**config.mk**
```make
export PLATFORM = sky130hd
export DESIGN_NAME = buserr_precision_ctrl
export DESIGN_NICKNAME = d
export VERILOG_FILES = /design/src/rtl/bep_pkg.sv /design/src/rtl/bep_mode_reg.sv /design/src/rtl/bep_fault_latch.sv /design/src/rtl/buserr_precision_ctrl.sv
export SDC_FILE = /design/constraint.sdc
export NUM_CORES = 1
export LEC_CHECK = 0
export BUFFER_PORTS_ARGS = -buffer_cell sky130_fd_sc_hd__buf_2
export CAP_MARGIN = 25
export CORE_ASPECT_RATIO = 1.75
export CORE_MARGIN = 2
export CORE_UTILIZATION = 50
export CTS_CLUSTER_DIAMETER = 50
export CTS_CLUSTER_SIZE = 28
export DETAILED_ROUTE_END_ITERATION = 6
export PLACE_DENSITY = 0.8
export RECOVER_POWER = 100
export SYNTH_ARGS = -nofsm -noshare
export SYNTH_HDL_FRONTEND = slang
export SYNTH_SLANG_ARGS = --single-unit
```
**constraint.sdc**
```tcl
create_clock -name clk -period 5.3 [get_ports clk]
set_input_delay 0.265 -clock clk [delete_from_list [all_inputs] [get_ports clk]]
set_output_delay 0.265 -clock clk [all_outputs]
set_load 0.05 [all_outputs]
```
**src/rtl/bep_pkg.sv**
```systemverilog
package bep_pkg;

    typedef enum logic [1:0] {
        ST_IDLE      = 2'd0,
        ST_WAIT_PREC = 2'd1,
        ST_WAIT_IMPR = 2'd2,
        ST_TRAP      = 2'd3
    } bep_state_e;

    localparam int unsigned CAUSE_LOAD_ACCESS  = 5;
    localparam int unsigned CAUSE_STORE_ACCESS = 7;

endpackage

```
**src/rtl/bep_mode_reg.sv**
```systemverilog
module bep_mode_reg (
    input  logic clk,
    input  logic rst_n,
    input  logic wr_en,
    input  logic wr_val,
    input  logic busy,
    output logic mode_eff
);
    logic mode_q;
    logic pend_q;
    logic pend_val_q;

    always_ff @(posedge clk or negedge rst_n) begin
        if (!rst_n) begin
            mode_q     <= 1'b1;
            pend_q     <= 1'b0;
            pend_val_q <= 1'b1;
        end else if (wr_en) begin
            if (busy) begin
                pend_q     <= 1'b1;
                pend_val_q <= wr_val;
            end else begin
                mode_q <= wr_val;
                pend_q <= 1'b0;
            end
        end else if (!busy && pend_q) begin
            mode_q <= pend_val_q;
            pend_q <= 1'b0;
        end
    end

    // A deferred value becomes visible in the first cycle without an access
    assign mode_eff = (pend_q && !busy) ? pend_val_q : mode_q;

endmodule

```
**src/rtl/bep_fault_latch.sv**
```systemverilog
module bep_fault_latch #(
    parameter int unsigned XLEN    = 32,
    parameter int unsigned CAUSE_W = 4
) (
    input  logic               clk,
    input  logic               rst_n,
    input  logic               cap_en,
    input  logic [XLEN-1:0]    cap_pc,
    input  logic [XLEN-1:0]    cap_addr,
    input  logic               cap_store,
    input  logic               fire,
    input  logic               use_now,
    input  logic               use_ex,
    input  logic [XLEN-1:0]    ex_pc,
    output logic [XLEN-1:0]    epc,
    output logic [XLEN-1:0]    tval,
    output logic [CAUSE_W-1:0] cause
);
    import bep_pkg::*;

    localparam logic [CAUSE_W-1:0] C_LOAD  = CAUSE_W'(CAUSE_LOAD_ACCESS);
    localparam logic [CAUSE_W-1:0] C_STORE = CAUSE_W'(CAUSE_STORE_ACCESS);

    logic [XLEN-1:0] acc_pc_q;
    logic [XLEN-1:0] acc_addr_q;
    logic            acc_store_q;

    always_ff @(posedge clk or negedge rst_n) begin
        if (!rst_n) begin
            acc_pc_q    <= '0;
            acc_addr_q  <= '0;
            acc_store_q <= 1'b0;
        end else if (cap_en) begin
            acc_pc_q    <= cap_pc;
            acc_addr_q  <= cap_addr;
            acc_store_q <= cap_store;
        end
    end

    always_ff @(posedge clk or negedge rst_n) begin
        if (!rst_n) begin
            epc   <= '0;
            tval  <= '0;
            cause <= '0;
        end else if (fire) begin
            if (use_now) begin
                epc   <= cap_pc;
                tval  <= cap_addr;
                cause <= cap_store ? C_STORE : C_LOAD;
            end else begin
                epc   <= use_ex ? ex_pc : acc_pc_q;
                tval  <= acc_addr_q;
                cause <= acc_store_q ? C_STORE : C_LOAD;
            end
        end
    end

endmodule

```
**src/rtl/buserr_precision_ctrl.sv**
```systemverilog
module buserr_precision_ctrl #(
    parameter int unsigned XLEN      = 32,
    parameter int unsigned CSR_AW    = 12,
    parameter logic [11:0] HINT_ADDR = 12'h7C5,
    parameter int unsigned MODE_BIT  = 20,
    parameter int unsigned CAUSE_W   = 4
) (
    input  logic               clk,
    input  logic               rst_n,
    input  logic               csr_we,
    input  logic [CSR_AW-1:0]  csr_addr,
    input  logic [XLEN-1:0]    csr_wdata,
    input  logic               ls_start,
    input  logic               ls_store,
    input  logic [XLEN-1:0]    ls_pc,
    input  logic [XLEN-1:0]    ls_addr,
    input  logic               pmp_fault,
    input  logic               ls_done,
    input  logic               ls_err,
    input  logic               next_is_ls,
    input  logic               next_dep,
    input  logic [XLEN-1:0]    ex_pc,
    output logic               issue_stall,
    output logic               precise_mode,
    output logic               trap_valid,
    output logic [XLEN-1:0]    trap_epc,
    output logic [XLEN-1:0]    trap_tval,
    output logic [CAUSE_W-1:0] trap_cause
);
    import bep_pkg::*;

    bep_state_e state_q, state_d;
    logic       busy;
    logic       mode_wr;
    logic       accept;
    logic       fire;
    logic       use_now;
    logic       use_ex;
    logic       unused_wdata_bits;

    assign mode_wr           = csr_we && (csr_addr == CSR_AW'(HINT_ADDR));
    assign unused_wdata_bits = ^csr_wdata;
    assign busy              = (state_q == ST_WAIT_PREC) || (state_q == ST_WAIT_IMPR);

    bep_mode_reg u_mode (
        .clk      (clk),
        .rst_n    (rst_n),
        .wr_en    (mode_wr),
        .wr_val   (csr_wdata[MODE_BIT]),
        .busy     (busy),
        .mode_eff (precise_mode)
    );

    // State register
    always_ff @(posedge clk or negedge rst_n) begin
        if (!rst_n) state_q <= ST_IDLE;
        else        state_q <= state_d;
    end

    // Next state
    always_comb begin
        state_d = state_q;
        unique case (state_q)
            ST_IDLE: begin
                if (ls_start) begin
                    if (pmp_fault)         state_d = ST_TRAP;
                    else if (precise_mode) state_d = ST_WAIT_PREC;
                    else                   state_d = ST_WAIT_IMPR;
                end
            end
            ST_WAIT_PREC, ST_WAIT_IMPR: begin
                if (ls_err)       state_d = ST_TRAP;
                else if (ls_done) state_d = ST_IDLE;
            end
            ST_TRAP:     state_d = ST_IDLE;
            default:     state_d = ST_IDLE;
        endcase
    end

    // Outputs and datapath controls
    always_comb begin
        issue_stall = 1'b0;
        trap_valid  = 1'b0;
        accept      = 1'b0;
        fire        = 1'b0;
        use_now     = 1'b0;
        use_ex      = 1'b0;
        unique case (state_q)
            ST_IDLE: begin
                accept  = ls_start && !pmp_fault;
                fire    = ls_start && pmp_fault;
                use_now = 1'b1;
            end
            ST_WAIT_PREC: begin
                issue_stall = 1'b1;
                fire        = ls_err;
            end
            ST_WAIT_IMPR: begin
                issue_stall = next_is_ls || next_dep;
                fire        = ls_err;
                use_ex      = 1'b1;
            end
            ST_TRAP: begin
                issue_stall = 1'b1;
                trap_valid  = 1'b1;
            end
            default: ;
        endcase
    end

    bep_fault_latch #(
        .XLEN    (XLEN),
        .CAUSE_W (CAUSE_W)
    ) u_latch (
        .clk       (clk),
        .rst_n     (rst_n),
        .cap_en    (accept),
        .cap_pc    (ls_pc),
        .cap_addr  (ls_addr),
        .cap_store (ls_store),
        .fire      (fire),
        .use_now   (use_now),
        .use_ex    (use_ex),
        .ex_pc     (ex_pc),
        .epc       (trap_epc),
        .tval      (trap_tval),
        .cause     (trap_cause)
    );

endmodule

```
### Yosys cells after proc, flatten, opt, wreduce, memory -nomap -nowiden

Index checks and enable logic that the tools add are counted.
W data, S select, Z words.

* equality and inequality tests: 7
* muxes and demuxes: 24
* reduce and logical (&&, ||, !) cells: 14

Operators with widths (count)
* $mux W32: 3
* $mux W2: 7
* $eq A12 B11 Y1 const B: 1
* $mux W1: 10
* $pmux W2 S3: 1
* $eq A2 B2 Y1 const B: 2
* $logic_and A1 B1 Y1: 4
* $mux W4: 1
* $ne A2 B2 Y1 const B: 2
* $pmux W1 S2: 2
* $reduce_and A2 Y1: 2
* $reduce_or A2 Y1: 2
* $ne A3 B1 Y1 const B: 1
* $eq A2 B1 Y1 const B: 1
* $logic_not A1 Y1: 2
* $logic_not A2 Y1: 1
* $logic_or A1 B1 Y1: 2
* $reduce_bool A2 Y1: 1

* register bits after elaboration: 138
* bits of input ports: 150

### Depth between registers and ports, before layout

Gate-level depths: netlist (run 1).

* word-level depth: 9
* gate-level depth with buffers: 10
* mapped depth without buffers: 7

### By module

Synthesis (run 1) repeated with hierarchy kept, for this count alone.

* cell total of the unflattened synthesis: 505
* area, all modules: 6199.7 µm²

Modules (own cells, without submodules)
* bep_fault_latch: instances 1, cells an instance 463, area an instance 5785.5 µm²
* buserr_precision_ctrl: instances 1, cells an instance 29, area an instance 257.7 µm²
* bep_mode_reg: instances 1, cells an instance 13, area an instance 156.4 µm²

### Worst setup path after synthesis (run 1)

OpenSTA, ideal clock, no wires.

* path kind: reg-to-output
* start: register state_q[0]
* end: output port issue_stall
* data arrival time: 2.053 ns
* setup slack: 2.982 ns
* stages on the path, launching flop included: 7
* buffers on the path: 2
* cells stage by stage: dfrtp_1 -> inv_1 -> ha_1 -> clkbuf_1 -> buf_2 -> o21ai_0 -> a21oi_1

* cells in the longest elaborated chain, start to end: 3

RTL lines
* from (decl): RTL line buserr_precision_ctrl.sv:32 `bep_state_e state_q, state_d;`
* from (signal assigned): RTL line buserr_precision_ctrl.sv:57 `else state_q <= state_d;`
* $eq A2 B1 Y1 / $eq A2 B2 Y1 (equally long branches): RTL line buserr_precision_ctrl.sv:88 `unique case (state_q)`
* $reduce_or A2 Y1 (no line)
* $pmux W1 S2 (*): RTL line buserr_precision_ctrl.sv:88
* to (decl): RTL line buserr_precision_ctrl.sv:23 `output logic issue_stall,`

Every way passes the cells marked *; elsewhere a longest branch is shown, timed or not.

### Worst setup path after layout (run 1)

* start: register state_q[0]
* end: register u_latch.tval[11]

* cells in the longest elaborated chain, start to end: 3

RTL lines
* $eq A2 B1 Y1, or another cell as far along: RTL line buserr_precision_ctrl.sv:88
* $reduce_or A2 Y1 (no line) / $mux W1 (equally long branches)
* $pmux W1 S2 / $mux W32 (equally long branches): RTL line buserr_precision_ctrl.sv:88, bep_fault_latch.sv:46
* to (signal assigned): RTL line bep_fault_latch.sv:48 `tval <= cap_addr;`
* to (signal assigned): RTL line bep_fault_latch.sv:52 `tval <= acc_addr_q;`
* to (decl): RTL line bep_fault_latch.sv:16 `output logic [XLEN-1:0] tval,`

Parallel ways exist; a longest one is shown, timed or not.
A chain may end at the register's enable or synchronous reset.

==> flow_summary.ini, run 1 <==
[critical_path]
worst_setup_end_kind = flop
r2r_slack_ns = 1.86
timing.critical_path.required_ns = 5.55
critical_path_peak_fanout = 69
r2r.worst_path.cells = 7
timing_worst_setup_path_type = flop to flop
cp.arrival_ns = 3.69
crit-reg2reg-capture = u_latch.tval[11]$_DFFE_PN0P_
regToRegStartpoint = state_q[0]$_DFFE_PN0P_
crit_path_start_kind = flop

[logic_synthesis]
synth_seq_cells = 136
dominantRegCellSynth = sky130_fd_sc_hd__dfrtp_1
synth-warning-count = 0
net_count_of_the_mapped_netlist = 696
ys_top_cells_by_count = sky130_fd_sc_hd__dfrtp_1, sky130_fd_sc_hd__nand2_1, sky130_fd_sc_hd__mux2i_1, sky130_fd_sc_hd__o21ai_1, sky130_fd_sc_hd__mux2_1
ys_async_sr_fraction_pct = 100
syn_inst = 541
synthMostInstantiatedCell = sky130_fd_sc_hd__dfrtp_1
synth_area_um2 = 6140
post_synth_num_cell_types = 33
synth_enable_flop_cells = 0
cell_taking_the_most_area_after_synthesis = sky130_fd_sc_hd__dfrtp_1
synthTopCellsByArea = sky130_fd_sc_hd__dfrtp_1, sky130_fd_sc_hd__mux2i_1, sky130_fd_sc_hd__mux2_1
ys_seq_area_share_pct = 55.5
synth.top_cell.area_share_pct = 54.6
postSynthAreaPerCell_um2 = 11.3

[floorplan]
io_pins = 221
die_h_um = 151
core.rowCount = 53
placeableCoreArea_um2 = 12000
floorplan.initialDensity_pct = 51.1
fp.dieArea_um2 = 13200
fp.dieW_um = 87.7

[clock_network]
cts_repair_resize_count = 0
cts_tree = built
postCtsSetupBuffers = 0
worstSkewPairLatency_ns = 0.40
cts_hold_buffers = 1
cts_max_path_buffers = 2
tritoncts.num_buffers = 17
clk_pin_slew_worst_paths_ns = 0.06
clk_root_buffer_cell = sky130_fd_sc_hd__clkbuf_16
cts_sinks = 136
h-tree-depth = 4

[hold_path]
whs_endpoint = u_latch.acc_addr_q[20]$_DFFE_PN0P_
min_delay_path_depth = 2
hp-class = primary input to flop
worst_hold_startpoint = ls_addr[20]

[global_route]
grt_start_max_net_pins = 77
grtUsageMet3_pct = 6.03
total_global_routing_overflow = 0
grtUsageMet1_pct = 24.7
number_of_global_route_vias_before_repair = 4868
globalRoute.busiestLayer = met2
global_route_wire_length_before_repair_um = 22800
antenna_found_initial = 1
grt_util_all_layers_pct = 22.2
groute.layer.met2.usage_pct = 38.4

[placed_design]
pre_cts_slack_ns = 2.52
placement.io_buffers = 188
dp_hpwl_um = 9960
finalWeightedCongestion = 0.808

[cells_and_area]
nets = 870
area_overhead_vs_synth_pct = 25.0
fraction_of_layout_instances_using_a_drive_strength_above_1_pct = 23.9
fill_cells = 999
area.sequential_um2 = 3410
multi_input_comb_area_um2 = 2540

[routing]
route.antenna.remaining_nets = 0
viasPerCell = 5.19
post_detailed_route_wirelength_per_cell_um = 15.9
drc = 0
drt-initial-drc-count = 149
firstDrtPassIters = 4
routed_wl_um = 14200
detailroute.via_count = 4643

[flow_run]
drv_cap = 2

[power]
pwr_cell_area_nw_per_um2 = 715
design_power_total_mw = 5.49
power.leakage_nw = 3.52
vdd_drop_max_mv = 0.415

[run_status]
failed_checks = max-capacitance violations, max-slew violations
status = finished with violations

[timing]
max_freq_mhz = 291
period_share_pct = 64.8
skew_final_ns = 0.00752
timing.final.max_slew_violations = 111
slew_headroom_pct = -117
timing_worst_slew_pin_value_ns = 3.25
post-route-min-period_ns = 3.44
rsz0062_at_grt = no
hold_violations = 0
total_setup_violations_reported_at_the_end_of_the_flow = 0
fin_setup_tns_ns = 0
final_critical_path_setup_slack_ns = 1.86
[through the flow]
step / std cells / hold WS [ns] / area, um2 / utilization (%)
5_1_grt: 894 / 0.0653 / 7670 / 63.9
6_report: 895 / 0.0847 / 7670 / 63.9
3_5_place_dp: 858 / 0.278 / 7150 / 59.6
4_1_cts: 891 / 0.0649 / 7730 / 64.4
2_1_floorplan: 541 / -0.0306 / 6140 / -
3_3_place_gp: 858 / 0.258 / 7150 / 59.6
[worst max-delay path by stage]
| stage | startpoint | to | slack (ns) |
|---|---|---|---|
| finish | state_q[0]$_DFFE_PN0P_ | u_latch.tval[11]$_DFFE_PN0P_ | 1.86 |
| global route | rst_n | u_latch.acc_pc_q[9]$_DFFE_PN0P_ | 1.25 |
| CTS | state_q[0]$_DFFE_PN0P_ | issue_stall | 2.40 |
| detailed placement | state_q[0]$_DFFE_PN0P_ | u_latch.tval[11]$_DFFE_PN0P_ | 2.52 |
| global placement | state_q[0]$_DFFE_PN0P_ | u_latch.tval[0]$_DFFE_PN0P_ | 2.69 |
| floorplan | state_q[0]$_DFFE_PN0P_ | issue_stall | 2.98 |
[placed cells by master (no fill, tap or decap), types with 2 or more instances in the layout]
cell and instances:
sky130_fd_sc_hd__diode_2 2, sky130_fd_sc_hd__buf_4 3, sky130_fd_sc_hd__dfrtp_1 134, sky130_fd_sc_hd__inv_1 2, sky130_fd_sc_hd__clkbuf_1 73, sky130_fd_sc_hd__mux2_2 12
sky130_fd_sc_hd__nand2_1 67, sky130_fd_sc_hd__clkbuf_16 17, sky130_fd_sc_hd__ha_1 4, sky130_fd_sc_hd__nand3b_1 3, sky130_fd_sc_hd__nor2b_1 3, sky130_fd_sc_hd__buf_2 117
sky130_fd_sc_hd__o21ai_0 63, sky130_fd_sc_hd__nand2b_1 2, sky130_fd_sc_hd__nor2_1 34, sky130_fd_sc_hd__dfstp_2 2, sky130_fd_sc_hd__mux2i_1 65, sky130_fd_sc_hd__o21ai_1 3
sky130_fd_sc_hd__clkinvlp_4 6, sky130_fd_sc_hd__inv_6 5, sky130_fd_sc_hd__a21oi_1 38, sky130_fd_sc_hd__mux2_1 55
[layout make-up]
| type | count | share of cell area, % |
|---|---|---|
| diodes | 2 | 0.0652 |
| clock buffers | 18 | 5.59 |
| clock inverters | 14 | 1.81 |
| inverters | 3 | 0.147 |
| multi-input cells | 362 | 33.1 |
| flip-flops and latches | 136 | 44.4 |
| well taps | 165 | 2.69 |
| repair buffers | 195 | 12.2 |
[routing by layer]
metal / part of all wire, % / routed length [um] / vias to the layer above
li1: - / - / 2221
met1: 37 / 5330 / 2234
met2: 54 / 7710 / 157
met3: 5.3 / 761 / 31
met4: 3.0 / 430 / 0
met5: 0 / 0 / -
[sequential cells by signal, summed over array words and instances, names as in the netlist]
register	flops
u_latch.tval	32
u_latch.cause	2
u_latch.acc_addr_q	32
u_latch.epc	32
u_latch.acc_store_q	1
u_mode.pend_val_q	1
u_mode.mode_q	1
state_q	2
u_mode.pend_q	1
u_latch.acc_pc_q	32
[report_power, final]
part | switching, mW | internal [mW] | leakage (nW)
clock network | 0.461 | 0.656 | 0.259
registers | 0.260 | 1.54 | 1.66
logic | 1.80 | 0.775 | 1.60
total | 2.52 | 2.97 | 3.52
[worst max-delay path: stages (launching register included)]
cell and delay (ns):
sky130_fd_sc_hd__dfrtp_1 0.41, sky130_fd_sc_hd__inv_1 0.12, sky130_fd_sc_hd__ha_1 1.30, sky130_fd_sc_hd__a32oi_1 0.24
sky130_fd_sc_hd__or2_4 0.52, sky130_fd_sc_hd__buf_4 0.40, sky130_fd_sc_hd__nand2_1 0.14, sky130_fd_sc_hd__o21ai_0 0.10
[cells by family after synthesis]
| logic type | Yosys count | share of synthesized area [%] |
|---|---|---|
| AO/OA/AOI/OAI | 107 | 8.87 |
| flip-flops | 136 | 55.5 |
| buffers and inverters | 43 | 3.16 |
| other | 1 | 0.0611 |
| multiplexers | 133 | 23.1 |
| AND/OR/NAND/NOR | 116 | 8.24 |
| adder cells (fa/ha/maj) | 5 | 1.02 |
Power figures use the tool's default switching activity.
==> run 2: changes to the inputs <==
CORE_UTILIZATION = 45   (was 50)
PLACE_DENSITY = 0.76   (was 0.8)
clock period = 2.8 ns   (was 5.3 ns; I/O delays follow)
==> run 2 against run 1 <==
  * The run now ends clean
  * Sequential share of layout area decreased by 4.0 points
  * Clock power increased by 120%
  * Via count increased by 7.7%
  * Final cell count increased by 8.3%
  * Non-clock buffer count increased by 67
==> flow_summary.ini, run 2 (synthesis gave the netlist of run 1 again) <==
[run_status]
status = completed

[routing]
drc = 0
detailroute.via_count = 5000
firstDrtPassIters = 4
post_detailed_route_wirelength_per_cell_um = 16.1
viasPerCell = 5.16
route.antenna.remaining_nets = 0
drt-initial-drc-count = 300
routed_wl_um = 15600

[clock_network]
postCtsSetupBuffers = 0
clk_root_buffer_cell = sky130_fd_sc_hd__clkbuf_16
cts_max_path_buffers = 2
cts_sinks = 136
tritoncts.num_buffers = 17
clk_pin_slew_worst_paths_ns = 0.06
cts_tree = built
h-tree-depth = 4
cts_repair_resize_count = 0
worstSkewPairLatency_ns = 0.40

[cells_and_area]
area_overhead_vs_synth_pct = 37.4
stdcell_count = 969
fraction_of_layout_instances_using_a_drive_strength_above_1_pct = 22.5
area.sequential_um2 = 3410
most_frequent_cells_in_the_layout = sky130_fd_sc_hd__dfrtp_1, sky130_fd_sc_hd__buf_2, sky130_fd_sc_hd__clkbuf_1, sky130_fd_sc_hd__nand2_1, sky130_fd_sc_hd__dlygate4sd3_1
multi_input_comb_area_um2 = 2550
nets = 937
layout_commonest_cell = sky130_fd_sc_hd__dfrtp_1
antenna_diode_count = 0
fill_cells = 1075

[critical_path]
timing.critical_path.slowest_cell_delay_ns = 0.60
r2r.worst_path.cells = 6
cell_family_with_the_largest_share_of_critical_path_delay = buffers and inverters
chain_of_cells_forming_the_critical_path = inv_1, ha_4, buf_6, a21oi_1, buf_2
critical_path_peak_fanout = 85
path_buf_inv = 3
r2r_slack_ns = 0.42
crit-reg2reg-capture = u_latch.epc[29]$_DFFE_PN0P_
cp.arrival_ns = 2.31
crit_path_top_delay_cell = sky130_fd_sc_hd__buf_6
timing_worst_setup_path_type = flop to output pin
regToRegStartpoint = state_q[0]$_DFFE_PN0P_
timing.critical_path.required_ns = 2.66
setup.worst_path.start = state_q[0]$_DFFE_PN0P_
worst_setup_end_kind = output pin
crit_path_start_kind = flop

[floorplan]
fp.dieW_um = 92.3
die_h_um = 158
core.rowCount = 56
floorplan.initialDensity_pct = 45.8
fp.dieArea_um2 = 14600
placeableCoreArea_um2 = 13400
io_pins = 221

[global_route]
antenna_found_initial = 0
total_global_routing_overflow = 0
global_route_wire_length_before_repair_um = 24700
number_of_global_route_vias_before_repair = 5252
grt_util_all_layers_pct = 21.3
grt_start_max_net_pins = 132

[timing]
post-route-min-period_ns = 2.45
hold_violations = 0
timing.hold.ws_ns = 0.0170
max_freq_mhz = 408
timing_worst_slew_pin_value_ns = 1.46
total_setup_violations_reported_at_the_end_of_the_flow = 0
rsz0062_at_grt = no
skew_final_ns = 0.00697
slew_headroom_pct = 2.52
final_critical_path_setup_slack_ns = 0.347
period_share_pct = 87.6
timing.final.max_slew_violations = 0
fin_setup_tns_ns = 0

[hold_path]
whs_endpoint = u_latch.acc_pc_q[2]$_DFFE_PN0P_
hp-class = primary input to flop
worst_hold_startpoint = ls_pc[2]
min_delay_path_depth = 2

[power]
intPower_mw = 6.07
power.share.combinational_pct = 46.1
vdd_drop_max_mv = 0.887
power.leakage_nw = 3.86
pwr_cell_area_nw_per_um2 = 1290
sw_share_pct = 44.3
power_switching_mw = 4.83
clockPowerShare_pct = 22.7
seq_power_share_pct = 31.2

[placed_design]
dp_cells = 871
placement.io_buffers = 188
dp_hpwl_um = 10000
pre_cts_slack_ns = 0.765
finalWeightedCongestion = 0.819

[flow_run]
drv_cap = 0
==> run 2: area by class of cell <==
type	count	area share (%)
tap	174	2.58
sequential	136	40.4
inverter	3	0.134
clock inverter	13	2.55
multi-input combinational	362	30.2
clock buffer	19	5.25
timing repair buffer	262	18.9
==> run 2: through the flow <==
stage / instance area [um2] / util [%] / power [mW]
2_1_floorplan: 6140 / - / 7.38
3_3_place_gp: 7250 / 54.1 / 8.41
3_5_place_dp: 7250 / 54.1 / 8.67
4_1_cts: 8560 / 64.0 / 11.3
5_1_grt: 8430 / 63.0 / 11.6
6_report: 8430 / 63.0 / 10.9
==> run 2: worst max-delay path by stage <==
stage	to	slack [ns]	cells past startpoint
after floorplan	issue_stall	0.61	6
after global placement	u_latch.tval[1]$_DFFE_PN0P_	0.85	6
after detailed placement	u_latch.epc[1]$_DFFE_PN0P_	0.77	7
after CTS	precise_mode	0.55	6
after global routing	issue_stall	0.22	5
final	issue_stall	0.35	5
==> run 2: power by group through the flow <==
stage / Clock (mW) / Combinational, mW / Sequential (mW)
floorplan: 0 / 2.62 / 4.75
global placement: 0 / 5.08 / 3.33
detailed placement: 0 / 5.26 / 3.40
CTS: 2.53 / 5.35 / 3.38
global route: 2.62 / 5.43 / 3.51
finish: 2.48 / 5.02 / 3.41
==> run 2: timing repair <==
| item | 4_1_cts | 5_1_grt |
|---|---|---|
| endpoints found under the hold margin | 108 | 0 |
| setup endpoints to repair | 0 | 0 |
| hold buffers | 66 | 0 |
==> run 2: layer usage <==
metal  vias to the layer above  GRT usage [%]  wire length [um]
met1                      2442           23.3              5850
met2                       164           39.2              8530
li1                       2355              -                 -
met3                        39           4.02               622
met5                         -              0                 0
met4                         0           10.7               574
==> run 3: changes to the inputs <==
BUFFER_PORTS_ARGS = default   (was -buffer_cell sky130_fd_sc_hd__buf_2)
CAP_MARGIN = 10   (was 25)
CORE_UTILIZATION = 50   (was 45)
DONT_BUFFER_PORTS = 1   (was default)
PLACE_DENSITY = 0.68   (was 0.76)
==> run 3 against run 2 <==
  * The flow now finishes with violations (negative hold slack)
  * Largest cell class unchanged
  * Via count fell by 17%
  * Hold slack got worse by 0.59 ns
  * Global-route usage fell by 0.77 points
  * Combinational power fell by 40%
  * Final area fell by 11%
  * Count of clock-buffer cells in the layout fell by 1
==> flow_summary.ini, run 3 (synthesis gave the netlist of run 1 again) <==
[cells_and_area]
design_area_um2 = 7480
stdcell_count = 770
nets = 747
area_overhead_vs_synth_pct = 21.9
fraction_of_layout_instances_using_a_drive_strength_above_1_pct = 9.59
antenna_diode_count = 0
fill_cells = 944
layout_commonest_cell = sky130_fd_sc_hd__dfrtp_1
most_frequent_cells_in_the_layout = sky130_fd_sc_hd__dfrtp_1, sky130_fd_sc_hd__nand2_1, sky130_fd_sc_hd__dlygate4sd3_1, sky130_fd_sc_hd__o21ai_0, sky130_fd_sc_hd__mux2i_1

[timing]
max_freq_mhz = 419
hold_violations = 136
total_setup_violations_reported_at_the_end_of_the_flow = 0
timing_worst_slew_pin_value_ns = 0.904
timing.final.max_slew_violations = 0
timing.hold.ws_ns = -0.574
period_share_pct = 85.3
rsz0062_at_grt = no
post-route-min-period_ns = 2.39
final_critical_path_setup_slack_ns = 0.411
skew_final_ns = 0.00879
slew_headroom_pct = 39.7
fin_setup_tns_ns = 0

[power]
intPower_mw = 5.47
power.leakage_nw = 3.27
power_switching_mw = 4.58
vdd_drop_max_mv = 0.683
design_power_total_mw = 10.1
pwr_cell_area_nw_per_um2 = 1340
power.share.combinational_pct = 29.8
clockPowerShare_pct = 21.4
sw_share_pct = 45.6
seq_power_share_pct = 48.9

[clock_network]
cts_tree = built
cts_sinks = 136
clk_pin_slew_worst_paths_ns = 0.06
h-tree-depth = 4
cts_hold_buffers = 66
worstSkewPairLatency_ns = 0.40
cts_repair_resize_count = 0
cts_max_path_buffers = 2
clk_root_buffer_cell = sky130_fd_sc_hd__clkbuf_16
postCtsSetupBuffers = 0
tritoncts.num_buffers = 17

[placed_design]
placement.io_buffers = 0
dpl_cell_area_um2 = 6280
finalWeightedCongestion = 0.789
dp_hpwl_um = 8400
pre_cts_slack_ns = 0.619
dp_cells = 672

[routing]
detailroute.via_count = 4148
routed_wl_um = 13100
post_detailed_route_wirelength_per_cell_um = 17.1
route.antenna.remaining_nets = 0
firstDrtPassIters = 4
drt-initial-drc-count = 116
viasPerCell = 5.39
drc = 0

[floorplan]
fp.dieArea_um2 = 13200
floorplan.initialDensity_pct = 51.1
io_pins = 221
die_h_um = 151
placeableCoreArea_um2 = 12000
core.rowCount = 53
fp.dieW_um = 87.7

[run_status]
status = finished with violations
failed_checks = negative hold slack

[hold_path]
hp-class = primary input to asynchronous set/reset pin

[global_route]
global_route_wire_length_before_repair_um = 21000
grt_start_max_net_pins = 137
antenna_found_initial = 0
number_of_global_route_vias_before_repair = 4464
grt_util_all_layers_pct = 20.5
total_global_routing_overflow = 0

[critical_path]
r2r.worst_path.cells = 6
regToRegStartpoint = state_q[0]$_DFFE_PN0P_
timing.critical_path.required_ns = 2.66
worstSetupEndpoint = issue_stall
crit_path_start_kind = flop
crit-reg2reg-capture = u_latch.epc[4]$_DFFE_PN0P_
worst_setup_end_kind = output pin
critical_path_peak_fanout = 99
cp.arrival_ns = 2.25
r2r_slack_ns = 0.49
timing_worst_setup_path_type = flop to output pin
setup.worst_path.start = state_q[0]$_DFFE_PN0P_

[flow_run]
drv_cap = 0
==> run 3: layout make-up <==
| type | instances | area, um2 | area share [%] |
|---|---|---|---|
| clock buffers | 18 | 439 | 5.87 |
| clock inverters | 14 | 135 | 1.81 |
| inverters | 3 | 11.3 | 0.151 |
| multi-input cells | 362 | 2530 | 33.9 |
| flip-flops and latches | 136 | 3410 | 45.5 |
| well taps | 165 | 206 | 2.76 |
| repair buffers | 72 | 748 | 10.0 |
==> run 3: worst min path at each step <==
stage                                              endpoint  cells after the start  slack [ns]
after global placement    u_latch.acc_addr_q[5]$_DFFE_PN0P_                      0       -0.15
after detailed placement  u_latch.acc_addr_q[5]$_DFFE_PN0P_                      0       -0.15
after floorplan                      state_q[0]$_DFFE_PN0P_                      0       -0.16
after global routing      u_latch.acc_addr_q[5]$_DFFE_PN0P_                      0       -0.60
after CTS                 u_latch.acc_addr_q[5]$_DFFE_PN0P_                      0       -0.59
final                     u_latch.acc_addr_q[5]$_DFFE_PN0P_                      0       -0.57
==> run 3: critical path, cell delays in order (launching register included) <==
cell	delay, ns
sky130_fd_sc_hd__dfrtp_1	0.41
sky130_fd_sc_hd__inv_1	0.12
sky130_fd_sc_hd__ha_1	0.24
sky130_fd_sc_hd__buf_6	0.69
sky130_fd_sc_hd__a21oi_1	0.08
sky130_fd_sc_hd__clkbuf_2	0.28
==> run 3: per-stage QoR <==
stage	hold WS (ns)	utilization, %
3_3_place_gp	-0.152	52.4
3_5_place_dp	-0.152	52.4
6_report	-0.574	62.3
5_1_grt	-0.600	62.3
4_1_cts	-0.592	62.6
2_1_floorplan	-0.156	-
==> run 3: routing by layer <==
layer,wire length (um),global-route usage [%],up-vias
met5,0,0,-
met4,348,8.85,0
met3,815,6.47,24
met2,7040,36.2,130
met1,4940,22.2,2017
li1,-,-,1977
==> run 3: power groups by stage <==
stage	combinational [mW]	sequential, mW	clock [mW]
after CTS	3.24	4.92	2.20
after detailed placement	3.15	4.95	0
final	2.99	4.92	2.15
after global routing	3.39	5.03	2.30
after floorplan	2.62	4.75	0
after global placement	2.99	4.91	0
